===== config.mk =====
export PLATFORM = sky130hd
export DESIGN_NAME = vtg_top
export DESIGN_NICKNAME = d
export VERILOG_FILES = /design/src/rtl/vtg_pkg.sv /design/src/rtl/vtg_axis.sv /design/src/rtl/vtg_regs.sv /design/src/rtl/vtg_top.sv
export SDC_FILE = /design/constraint.sdc
export NUM_CORES = 1
export LEC_CHECK = 0
export ABC_CLOCK_PERIOD_IN_PS = 5640
export BUFFER_PORTS_ARGS = -buffer_cell sky130_fd_sc_hd__buf_2
export CORE_MARGIN = 1
export CORE_UTILIZATION = 35
export CTS_CLUSTER_DIAMETER = 60
export CTS_CLUSTER_SIZE = 16
export DETAILED_ROUTE_END_ITERATION = 8
export PLACE_DENSITY = 0.54
export SYNTH_ARGS = -nofsm -noshare
export SYNTH_HDL_FRONTEND = slang
export SYNTH_HIERARCHICAL = 1
export SYNTH_SLANG_ARGS = --single-unit

===== constraint.sdc =====
create_clock -name clk -period 5.64 [get_ports clk]
set_input_delay 0.846 -clock clk [delete_from_list [all_inputs] [get_ports clk]]
set_output_delay 0.846 -clock clk [all_outputs]
set_load 0.01 [all_outputs]

===== src/rtl/vtg_pkg.sv =====
package vtg_pkg;
  typedef enum logic [1:0] {
    PH_SYNC   = 2'd0,
    PH_BACK   = 2'd1,
    PH_ACTIVE = 2'd2,
    PH_FRONT  = 2'd3
  } phase_e;

  localparam int NUM_PHASES = 4;
  localparam int NUM_AXES   = 2;
  localparam int POL_BITS   = 5;
  localparam int IRQ_BITS   = 2;

  localparam logic [3:0] A_CTRL = 4'h0;
  localparam logic [3:0] A_POL  = 4'h1;
  localparam logic [3:0] A_MASK = 4'h2;
  localparam logic [3:0] A_STAT = 4'h3;
  localparam logic [3:0] A_CLR  = 4'h4;

  localparam int POL_HS   = 0;
  localparam int POL_VS   = 1;
  localparam int POL_DE   = 2;
  localparam int POL_PCLK = 3;
  localparam int POL_DATA = 4;

  localparam int IRQ_VS  = 0;
  localparam int IRQ_UND = 1;
endpackage


===== src/rtl/vtg_axis.sv =====
module vtg_axis
  import vtg_pkg::*;
#(
  parameter int W = 12
) (
  input  logic                         clk,
  input  logic                         rst,
  input  logic                         clr,
  input  logic                         step,
  input  logic [NUM_PHASES-1:0][W-1:0] len,
  output phase_e                       phase_o,
  output logic [W-1:0]                 cnt_o,
  output logic                         wrap_o
);
  phase_e       phase_q;
  logic [W-1:0] cnt_q;
  logic         last;

  assign last   = cnt_q >= len[phase_q];
  assign wrap_o = step && last && (phase_q == PH_FRONT);

  always_ff @(posedge clk) begin
    if (rst || clr) begin
      phase_q <= PH_SYNC;
      cnt_q   <= '0;
    end else if (step) begin
      if (last) begin
        phase_q <= phase_e'(phase_q + 2'd1);
        cnt_q   <= '0;
      end else begin
        cnt_q <= cnt_q + 1'b1;
      end
    end
  end

  assign phase_o = phase_q;
  assign cnt_o   = cnt_q;

  // the phase only moves to the next interval or back to sync
  assert_phase_order_R1: assert property (@(posedge clk) disable iff (rst)
    (phase_q != $past(phase_q)) |-> ((phase_q == phase_e'($past(phase_q) + 2'd1)) || (phase_q == PH_SYNC)));

  // a cleared axis restarts at the first clock of sync
  assert_clear_restart_R4: assert property (@(posedge clk) disable iff (rst)
    clr |=> (phase_q == PH_SYNC && cnt_q == '0));
endmodule


===== src/rtl/vtg_regs.sv =====
module vtg_regs
  import vtg_pkg::*;
#(
  parameter int AW = 4,
  parameter int DW = 32,
  parameter int W  = 12
) (
  input  logic                                      clk,
  input  logic                                      rst,
  input  logic                                      wr_en,
  input  logic [AW-1:0]                             addr,
  input  logic [DW-1:0]                             wdata,
  input  logic [IRQ_BITS-1:0]                       evt,
  output logic                                      en_o,
  output logic [POL_BITS-1:0]                       pol_o,
  output logic [NUM_AXES-1:0][NUM_PHASES-1:0][W-1:0] tim_o,
  output logic [DW-1:0]                             rdata,
  output logic                                      irq_o
);
  logic                                       ctrl_q;
  logic [POL_BITS-1:0]                        pol_q;
  logic [IRQ_BITS-1:0]                        mask_q, stat_q, clr_bits;
  logic [NUM_AXES-1:0][NUM_PHASES-1:0][W-1:0] tim_q;
  logic [DW-1:0]                              rd_mux;
  logic                                       unused_wdata;

  assign unused_wdata = ^wdata;
  assign clr_bits = (wr_en && addr == AW'(A_CLR)) ? wdata[IRQ_BITS-1:0] : '0;

  always_comb begin
    rd_mux = '0;
    if (addr[3]) rd_mux = DW'(tim_q[addr[2]][addr[1:0]]);
    else begin
      case (addr)
        AW'(A_CTRL): rd_mux = DW'(ctrl_q);
        AW'(A_POL):  rd_mux = DW'(pol_q);
        AW'(A_MASK): rd_mux = DW'(mask_q);
        AW'(A_STAT): rd_mux = DW'(stat_q);
        default:     rd_mux = '0;
      endcase
    end
  end

  always_ff @(posedge clk) begin
    if (rst) begin
      ctrl_q <= 1'b0;
      pol_q  <= '1;
      mask_q <= '0;
      stat_q <= '0;
      tim_q  <= '0;
      rdata  <= '0;
    end else begin
      if (wr_en) begin
        if (addr[3]) tim_q[addr[2]][addr[1:0]] <= wdata[W-1:0];
        else begin
          case (addr)
            AW'(A_CTRL): ctrl_q <= wdata[0];
            AW'(A_POL):  pol_q  <= wdata[POL_BITS-1:0];
            AW'(A_MASK): mask_q <= wdata[IRQ_BITS-1:0];
            default: ;
          endcase
        end
      end
      stat_q <= (stat_q & ~clr_bits) | evt;
      rdata  <= rd_mux;
    end
  end

  assign en_o  = ctrl_q;
  assign pol_o = pol_q;
  assign tim_o = tim_q;
  assign irq_o = |(stat_q & mask_q);

  // an event in the same clock as a clear keeps the bit set
  assert_set_wins_R7: assert property (@(posedge clk) disable iff (rst)
    evt[IRQ_UND] |=> stat_q[IRQ_UND]);

  // the vertical sync event always lands in status
  assert_vs_status_R6: assert property (@(posedge clk) disable iff (rst)
    evt[IRQ_VS] |=> stat_q[IRQ_VS]);

  // a full clear with no new event drops the interrupt
  assert_irq_cleared_R8: assert property (@(posedge clk) disable iff (rst)
    (clr_bits == '1 && evt == '0) |=> !irq_o);
endmodule


===== src/rtl/vtg_top.sv =====
module vtg_top
  import vtg_pkg::*;
#(
  parameter int AW = 4,
  parameter int DW = 32,
  parameter int W  = 12
) (
  input  logic          clk,
  input  logic          rst,
  input  logic          wr_en,
  input  logic [AW-1:0] addr,
  input  logic [DW-1:0] wdata,
  output logic [DW-1:0] rdata,
  input  logic          underrun_i,
  output logic          hsync_o,
  output logic          vsync_o,
  output logic          de_o,
  output logic [W-1:0]  x_o,
  output logic [W-1:0]  y_o,
  output logic          pclk_pol_o,
  output logic          data_pol_o,
  output logic          irq_o
);
  logic                                       en;
  logic [POL_BITS-1:0]                        pol;
  logic [NUM_AXES-1:0][NUM_PHASES-1:0][W-1:0] tim;
  phase_e                                     phase [NUM_AXES];
  logic [W-1:0]                               cnt   [NUM_AXES];
  logic [NUM_AXES-1:0]                        step, wrap;
  logic                                       vs_evt, de_n;
  logic                                       hs_q, vs_q, de_q;
  logic [W-1:0]                               x_q, y_q;

  assign step[0] = 1'b1;
  assign step[1] = wrap[0];

  for (genvar g = 0; g < NUM_AXES; g++) begin : g_axis
    vtg_axis #(.W(W)) u_axis (
      .clk     (clk),
      .rst     (rst),
      .clr     (~en),
      .step    (step[g]),
      .len     (tim[g]),
      .phase_o (phase[g]),
      .cnt_o   (cnt[g]),
      .wrap_o  (wrap[g])
    );
  end

  assign vs_evt = en && phase[0] == PH_SYNC && cnt[0] == '0
                     && phase[1] == PH_SYNC && cnt[1] == '0;
  assign de_n   = en && phase[0] == PH_ACTIVE && phase[1] == PH_ACTIVE;

  vtg_regs #(.AW(AW), .DW(DW), .W(W)) u_regs (
    .clk   (clk),
    .rst   (rst),
    .wr_en (wr_en),
    .addr  (addr),
    .wdata (wdata),
    .evt   ({underrun_i, vs_evt}),
    .en_o  (en),
    .pol_o (pol),
    .tim_o (tim),
    .rdata (rdata),
    .irq_o (irq_o)
  );

  always_ff @(posedge clk) begin
    if (rst) begin
      hs_q <= 1'b0;
      vs_q <= 1'b0;
      de_q <= 1'b0;
      x_q  <= '0;
      y_q  <= '0;
    end else begin
      hs_q <= en && phase[0] == PH_SYNC;
      vs_q <= en && phase[1] == PH_SYNC;
      de_q <= de_n;
      x_q  <= de_n ? cnt[0] : '0;
      y_q  <= de_n ? cnt[1] : '0;
    end
  end

  assign hsync_o    = hs_q ~^ pol[POL_HS];
  assign vsync_o    = vs_q ~^ pol[POL_VS];
  assign de_o       = de_q ~^ pol[POL_DE];
  assign x_o        = x_q;
  assign y_o        = y_q;
  assign pclk_pol_o = pol[POL_PCLK];
  assign data_pol_o = pol[POL_DATA];

  // a disabled raster leaves every timing output inactive
  assert_disabled_idle_R4: assert property (@(posedge clk) disable iff (rst)
    !en |=> (!hs_q && !vs_q && !de_q && x_q == '0));

  // inside one active run the column steps by one
  assert_x_step_R3: assert property (@(posedge clk) disable iff (rst)
    (de_q && $past(de_q)) |-> (x_q == $past(x_q) + 1'b1));

  // the frame wrap leads straight into the vertical sync event
  assert_frame_wrap_R6: assert property (@(posedge clk) disable iff (rst)
    (wrap[1] && en) |=> (vs_evt || !en));
endmodule


==> results of run 1 <==
==> cells in the final DEF, fill, tap and decap left out, types with 5 or more instances in the layout <==
cell       count
dfxtp_1      173
a21oi_1      116
nand3_1      109
o21ai_0       99
buf_2         60
mux4_2        44
nor2_1        36
inv_1         30
ha_1          28
and2_1        26
nand2_1       25
conb_1        21
clkbuf_16     17
buf_4         14
and3_1        13
xor2_1        13
mux2i_1       11
nand2b_1      10
mux2_2         9
xnor2_1        8
nand4_1        8
nor2b_1        7
nor4_1         6
nor3_1         5
o21ai_1        5
a211o_1        5
==> worst max-delay path by stage <==
stage                                           start                     endpoint  slack, ns  cells after the start
after floorplan           g_axis[0].u_axis/phase_o[0]  g_axis[1].u_axis/phase_o[1]       2.30                     15
after global placement    g_axis[0].u_axis/phase_o[0]    g_axis[1].u_axis/cnt_o[6]       1.61                     14
after detailed placement  g_axis[0].u_axis/phase_o[0]    g_axis[1].u_axis/cnt_o[6]       1.58                     14
after CTS                 g_axis[0].u_axis/phase_o[0]    g_axis[1].u_axis/cnt_o[6]       1.55                     14
after global routing      g_axis[0].u_axis/phase_o[0]    g_axis[1].u_axis/cnt_o[6]       1.26                     14
final                     g_axis[0].u_axis/phase_o[0]    g_axis[1].u_axis/cnt_o[6]       1.62                     14
==> stage by stage <==
stage | total power, W | area, um^2
floorplan | 0.00141 | 8950
global placement | 0.00145 | 9120
detailed placement | 0.00145 | 9120
CTS | 0.00264 | 9710
global route | 0.00270 | 9710
finish | 0.00261 | 9710
==> report_power, final <==
group	internal, W	switching (W)
combinational	0.0000486	0.000130
clock	0.000680	0.000514
sequential	0.00123	0.00000814
==> per-layer routing <==
| metal | wire [um] | part of all wire [%] |
|---|---|---|
| met5 | 44 | 0.17 |
| met3 | 1770 | 7.0 |
| met4 | 482 | 1.9 |
| met1 | 11100 | 44 |
| met2 | 11700 | 47 |
==> tightest hold or removal path, stage by stage, from the launching register on <==
cell and delay [ns]:
dfxtp_1 0.31, o21ai_0 0.07, a21oi_1 0.06
==> sequential cells by signal, indices dropped and copies added (netlist names) <==
signal                 cells
g_axis.u_axis/phase_o      4
hs_q                       1
u_regs/tim_o              96
g_axis.u_axis/cnt_o       24
u_regs/pol_o               5
y_o                       12
u_regs/mask_q              2
vs_q                       1
u_regs/en_o                1
u_regs/stat_q              2
de_q                       1
u_regs/rdata              12
x_o                       12
==> area by class of cell <==
type	instances	area, um^2	area share (%)
clock inverters	12	135	1.39
inverters	30	113	1.16
well taps	324	405	4.17
repair buffers	74	405	4.17
flip-flops and latches	173	3460	35.7
clock buffers	20	457	4.70
multi-input cells	657	4730	48.7
==> key figures, run 1 <==
Outcome
  • Outcome: finished clean

CTS
  • Clk slew on worst S/H paths: 0.07 ns
  • Post-CTS repair timing setup buffer count: 0
  • CTS resizes: 0
  • Root Buffer: clkbuf_16
  • Hold buffer count at cts: 0
  • CTS H-Tree Depth: 4
  • Clock Latency Late Sink: 0.43 ns
  • TritonCTS Buffers: 17
  • Clk buf depth: 2
  • CTS tree: built
  • Num Clock Sinks: 173

Hold path
  • Worst hold stages: 2
  • Hold worst-path end: u_regs/tim_o[87]
  • Hold Startpoint: u_regs/tim_o[87]
  • Min-delay worst type: flop to flop

Timing
  • Worst clock skew: 0.0146 ns
  • Setup TNS: 0 ns
  • Headroom to the max-slew limit: 28.8%
  • Final worst setup slack: 1.62 ns
  • Fin. Hold Viols: 0
  • Max Slew Vio Count: 0
  • Period Utilization, post-route: 71.2%
  • Worst-margin pin slew: 1.07 ns
  • Fin Hold WS: 0.486 ns
  • Fmax: 0.249 GHz
  • RSZ-0062 raised after global routing: no
  • Final setup viols: 0
  • Tmin final: 4.02 ns

Route
  • 1st-iter DRT viols: 699
  • 1st-pass router iterations: 5
  • DRC: 0
  • Routed WL: 25,200 um
  • Via count: 7,152
  • Avg WL per Cell: 19.5 um
  • Antenna Violating Nets Remaining: 0
  • Vias/cell: 5.54

Global routing
  • Met1 GRT Util: 27.4%
  • Global routing usage on met2: 31.1%
  • Initial antenna violation count: 3
  • GRT overflow: 0
  • Vias in the first global route: 6,758
  • Gr busiest metal: met2
  • Largest net degree at the start of global routing: 92
  • First-pass GRT wire length: 39,800 um
  • GRT Total Usage: 19.9%
  • Met3 Resource Use GR: 4.08%

Worst setup path
  • R2r endpoint: g_axis[1].u_axis/cnt_o[6]
  • Critical Setup Path Class: flop to flop
  • Crit Path Max Fanout: 10
  • Worst-case reg-to-reg path depth: 14
  • Critical R2R Launch: g_axis[0].u_axis/phase_o[0]
  • Slowest CP cell: dfxtp_1
  • CP endpoint kind: flop
  • Top Family by Delay on Critical Path: flip-flops
  • CP required: 5.96 ns
  • Critical-path cell list: buf_4, mux4_2, inv_1, ha_1, a21oi_1, o21ai_1, a221oi_4, o21ai_2, and2_1, and3_1, and3_1, nand2_1, xor2_1, nor2_1
  • Critical Path Most Common Cell: and3_1
  • CP Launch Type: flop
  • FF-to-FF setup slack: 1.62 ns
  • Buf+Inv Stages, Crit Path: 2
  • Crit-path max cell delay: 0.91 ns
  • CP arrival: 4.33 ns

Layout
  • Layout area overhead: 9.31%
  • Share of cells above drive strength 1: 18.7%
  • Finished Layout Cells: 1,290
  • Layout fillers: 2,473
  • Nets: 1,021
  • Fin util: 39.5%
  • Ant diodes: 0

Logic synthesis
  • Avg Cell Area, Syn: 9.38 um^2
  • Synthesized area: 8880 um^2
  • Syn. warnings: 6
  • Post-Syn Instances: 947

Pwr
  • Leak pwr: 3.50 nW
  • Pwr/cell area: 269 nW/um^2
  • Worst VDD drop: 0.210 mV

Placed design
  • Final Wtd Congestion: 0.824
  • DP HPWL: 15,500 um
  • Port-buffer cells: 61
  • Placed cell count: 1,258
  • Dpl ws: 1.58 ns

Floorplan
  • Die span in y: 161 um
  • Core box area: 24,600 um^2
  • Die ar.: 26,000 um^2
  • FP Rows: 57
  • I/O pins: 102
  • Initial Utilization: 36.1%
  • Die width: 161 um

Run
  • MaxCap Viol Count: 0
(Power assumes the default switching activity.)
==> run 2, diff against run 1 <==
- ABC_CLOCK_PERIOD_IN_PS: 5640 -> 3600
- PLACE_DENSITY: 0.54 -> 0.56
- clock period: 5.64 -> 3.6 ns (I/O delays scaled with it)
==> run 2 against run 1 <==
  * Global-route usage is 0.92 points lower
  * Routed wire length is 3.3% lower
  * Sequential share of layout area is 0.33 points lower
  * Highest routed layer unchanged
  * Sequential power is 57% higher
  * Die area stayed put
  * Via count is 1.0% lower
  * First-iteration DRC count is 0.72% lower
  * Total power is 62% higher
  * Largest cell class unchanged
  * Register-to-register slack worse by 1.4 ns
  * Non-clock buffer count is 6 higher
==> key figures, run 2 (synthesized netlist as in run 1, its figures left out) <==
Placed design
  • DP HPWL: 15,600 um
  • Port-buffer cells: 61
  • Final Wtd Congestion: 0.831
  • Placed Area: 9160 um^2

Floorplan
  • Die span in y: 161 um
  • FP Rows: 57
  • Die width: 161 um
  • Initial Utilization: 36.1%
  • Die ar.: 26,000 um^2
  • Core box area: 24,600 um^2
  • I/O pins: 102

Pwr
  • Net Sw Frac: 23.1%
  • Final Power: 0.00423 W
  • Power share of the clock group: 47.4%
  • Combinational cell fraction of total power: 6.6%
  • Worst VDD drop: 0.272 mV
  • P_int: 0.00325 W
  • Leak pwr: 3.56 nW
  • Pwr/cell area: 432 nW/um^2
  • Flop pwr share: 46.0%
  • P_sw: 0.000977 W

Route
  • Routed WL: 24,400 um
  • Avg WL per Cell: 18.8 um
  • 1st-pass router iterations: 5
  • Vias/cell: 5.47
  • Antenna Violating Nets Remaining: 0
  • DRC: 0
  • 1st-iter DRT viols: 694
  • Via count: 7,080

CTS
  • TritonCTS Buffers: 17
  • CTS tree: built
  • Clock Latency Late Sink: 0.43 ns
  • CTS H-Tree Depth: 4
  • Root Buffer: clkbuf_16
  • Clk buf depth: 2
  • Num Clock Sinks: 173
  • Clk slew on worst S/H paths: 0.06 ns
  • Hold buffer count at cts: 0

Timing
  • Setup TNS: 0 ns
  • Fin. Hold Viols: 0
  • Final setup viols: 0
  • Fmax: 0.299 GHz
  • Worst clock skew: 0.0159 ns
  • Worst-margin pin slew: 0.984 ns
  • Period Utilization, post-route: 92.9%
  • Tmin final: 3.34 ns
  • RSZ-0062 raised after global routing: no
  • Max Slew Vio Count: 0
  • Fin Hold WS: 0.345 ns
  • Headroom to the max-slew limit: 34.4%

Worst setup path
  • Cell depth of the worst setup path: 14
  • FF-to-FF setup slack: 0.26 ns
  • Top Family by Delay on Critical Path: simple AND/OR/NAND/NOR gates
  • Slowest CP cell: mux4_2
  • Buf+Inv Stages, Crit Path: 2
  • R2r endpoint: g_axis[1].u_axis/cnt_o[10]
  • Crit Path Max Fanout: 12
  • Crit-path max cell delay: 0.53 ns
  • CP Launch Type: flop
  • Critical-path cell list: buf_4, mux4_2, inv_1, ha_1, a21o_1, a21o_1, o21ai_2, o21ai_2, and2_2, and3_1, and3_1, nand2_1, xor2_1, nor2_1
  • Worst-case reg-to-reg path depth: 14
  • CP endpoint kind: flop
  • Critical R2R Launch: g_axis[0].u_axis/phase_o[0]
  • CP arrival: 3.66 ns
  • Critical Setup Path Class: flop to flop
  • CP required: 3.92 ns

Global routing
  • Largest net degree at the start of global routing: 87
  • Vias in the first global route: 6,556
  • GRT Total Usage: 19.0%
  • First-pass GRT wire length: 38,100 um
  • Initial antenna violation count: 5
  • GRT overflow: 0

Layout
  • Nets: 1,027
  • Layout fillers: 2,469
  • Share of cells above drive strength 1: 19.2%
  • Layout area overhead: 10.3%
  • Number of flip-flops in the largest register: 96
  • Most common cell after layout, fill and taps aside: dfxtp_1
  • Fin area: 9800 um^2
  • Most frequent cells in the layout: dfxtp_1, a21oi_1, nand3_1

Hold path
  • Hold Startpoint: underrun_i
  • Min-delay worst type: input port to flop
  • Worst hold stages: 3
  • Hold worst-path end: u_regs/stat_q[1]

Outcome
  • Outcome: finished clean

Run
  • MaxCap Viol Count: 0
-- run 2: cell types whose count changed in the layout (fill, tap and decap cells not counted), sizes merged --
| cell | before | now |
|---|---|---|
| clkinvlp | 4 | 1 |
| inv | 33 | 31 |
| clkinv | 3 | 4 |
| clkbuf | 20 | 19 |
| bufinv | 2 | 5 |
| diode | 0 | 1 |
| buf | 74 | 80 |
-- run 2: power by group through the flow --
stage | clock (W) | combinational, W | sequential [W]
floorplan | 0 | 0.000226 | 0.00199
global placement | 0 | 0.000275 | 0.00199
detailed placement | 0 | 0.000276 | 0.00199
CTS | 0.00204 | 0.000277 | 0.00195
global route | 0.00213 | 0.000299 | 0.00195
finish | 0.00201 | 0.000280 | 0.00195
-- run 2: per-layer routing --
| metal | vias up | wire length [um] | track usage [%] |
|---|---|---|---|
| li1 | 3399 | - | - |
| met1 | 3377 | 10800 | 26.1 |
| met2 | 260 | 11300 | 28.9 |
| met3 | 36 | 1880 | 5.21 |
| met4 | 8 | 344 | 5.70 |
| met5 | - | 47 | 0 |
-- run 2: tightest hold or removal path: stages --
cell and delay [ns]:
buf_2 0.09, inv_1 0.04, a21oi_1 0.05
-- run 2: per-stage QoR --
stage	std cells	setup WS, ns	util (%)
final	1295	0.257	39.8
after global routing	1294	0.0864	39.8
after CTS	1294	0.200	39.8
after detailed placement	1264	0.218	37.2
after global placement	1264	0.268	37.2
after floorplan	966	0.258	-
-- run 2: worst max-delay path by stage --
stage                                start                     endpoint  slack (ns)
2_1_floorplan  g_axis[0].u_axis/phase_o[0]  g_axis[1].u_axis/phase_o[1]        0.26
3_3_place_gp   g_axis[0].u_axis/phase_o[0]    g_axis[1].u_axis/cnt_o[6]        0.27
3_5_place_dp   g_axis[0].u_axis/phase_o[0]    g_axis[1].u_axis/cnt_o[6]        0.22
4_1_cts        g_axis[0].u_axis/phase_o[0]   g_axis[1].u_axis/cnt_o[10]        0.20
5_1_grt        g_axis[0].u_axis/phase_o[0]    g_axis[1].u_axis/cnt_o[6]        0.09
6_report       g_axis[0].u_axis/phase_o[0]   g_axis[1].u_axis/cnt_o[10]        0.26
-- run 2: area by class of cell --
type	instances	area, um^2	share of cell area [%]
flip-flops and latches	173	3460	35.3
diodes	1	2.50	0.0255
clock inverters	11	190	1.94
inverters	30	113	1.15
well taps	324	405	4.14
multi-input cells	657	4730	48.3
repair buffers	80	450	4.60
clock buffers	19	443	4.52
-- run 2: timing repair --
item / 4_1_cts / 5_1_grt
hold endpoints to repair: 0 / 0
gates resized for setup: 0 / 1
setup endpoints to repair: 0 / 3
setup buffers: 0 / 0
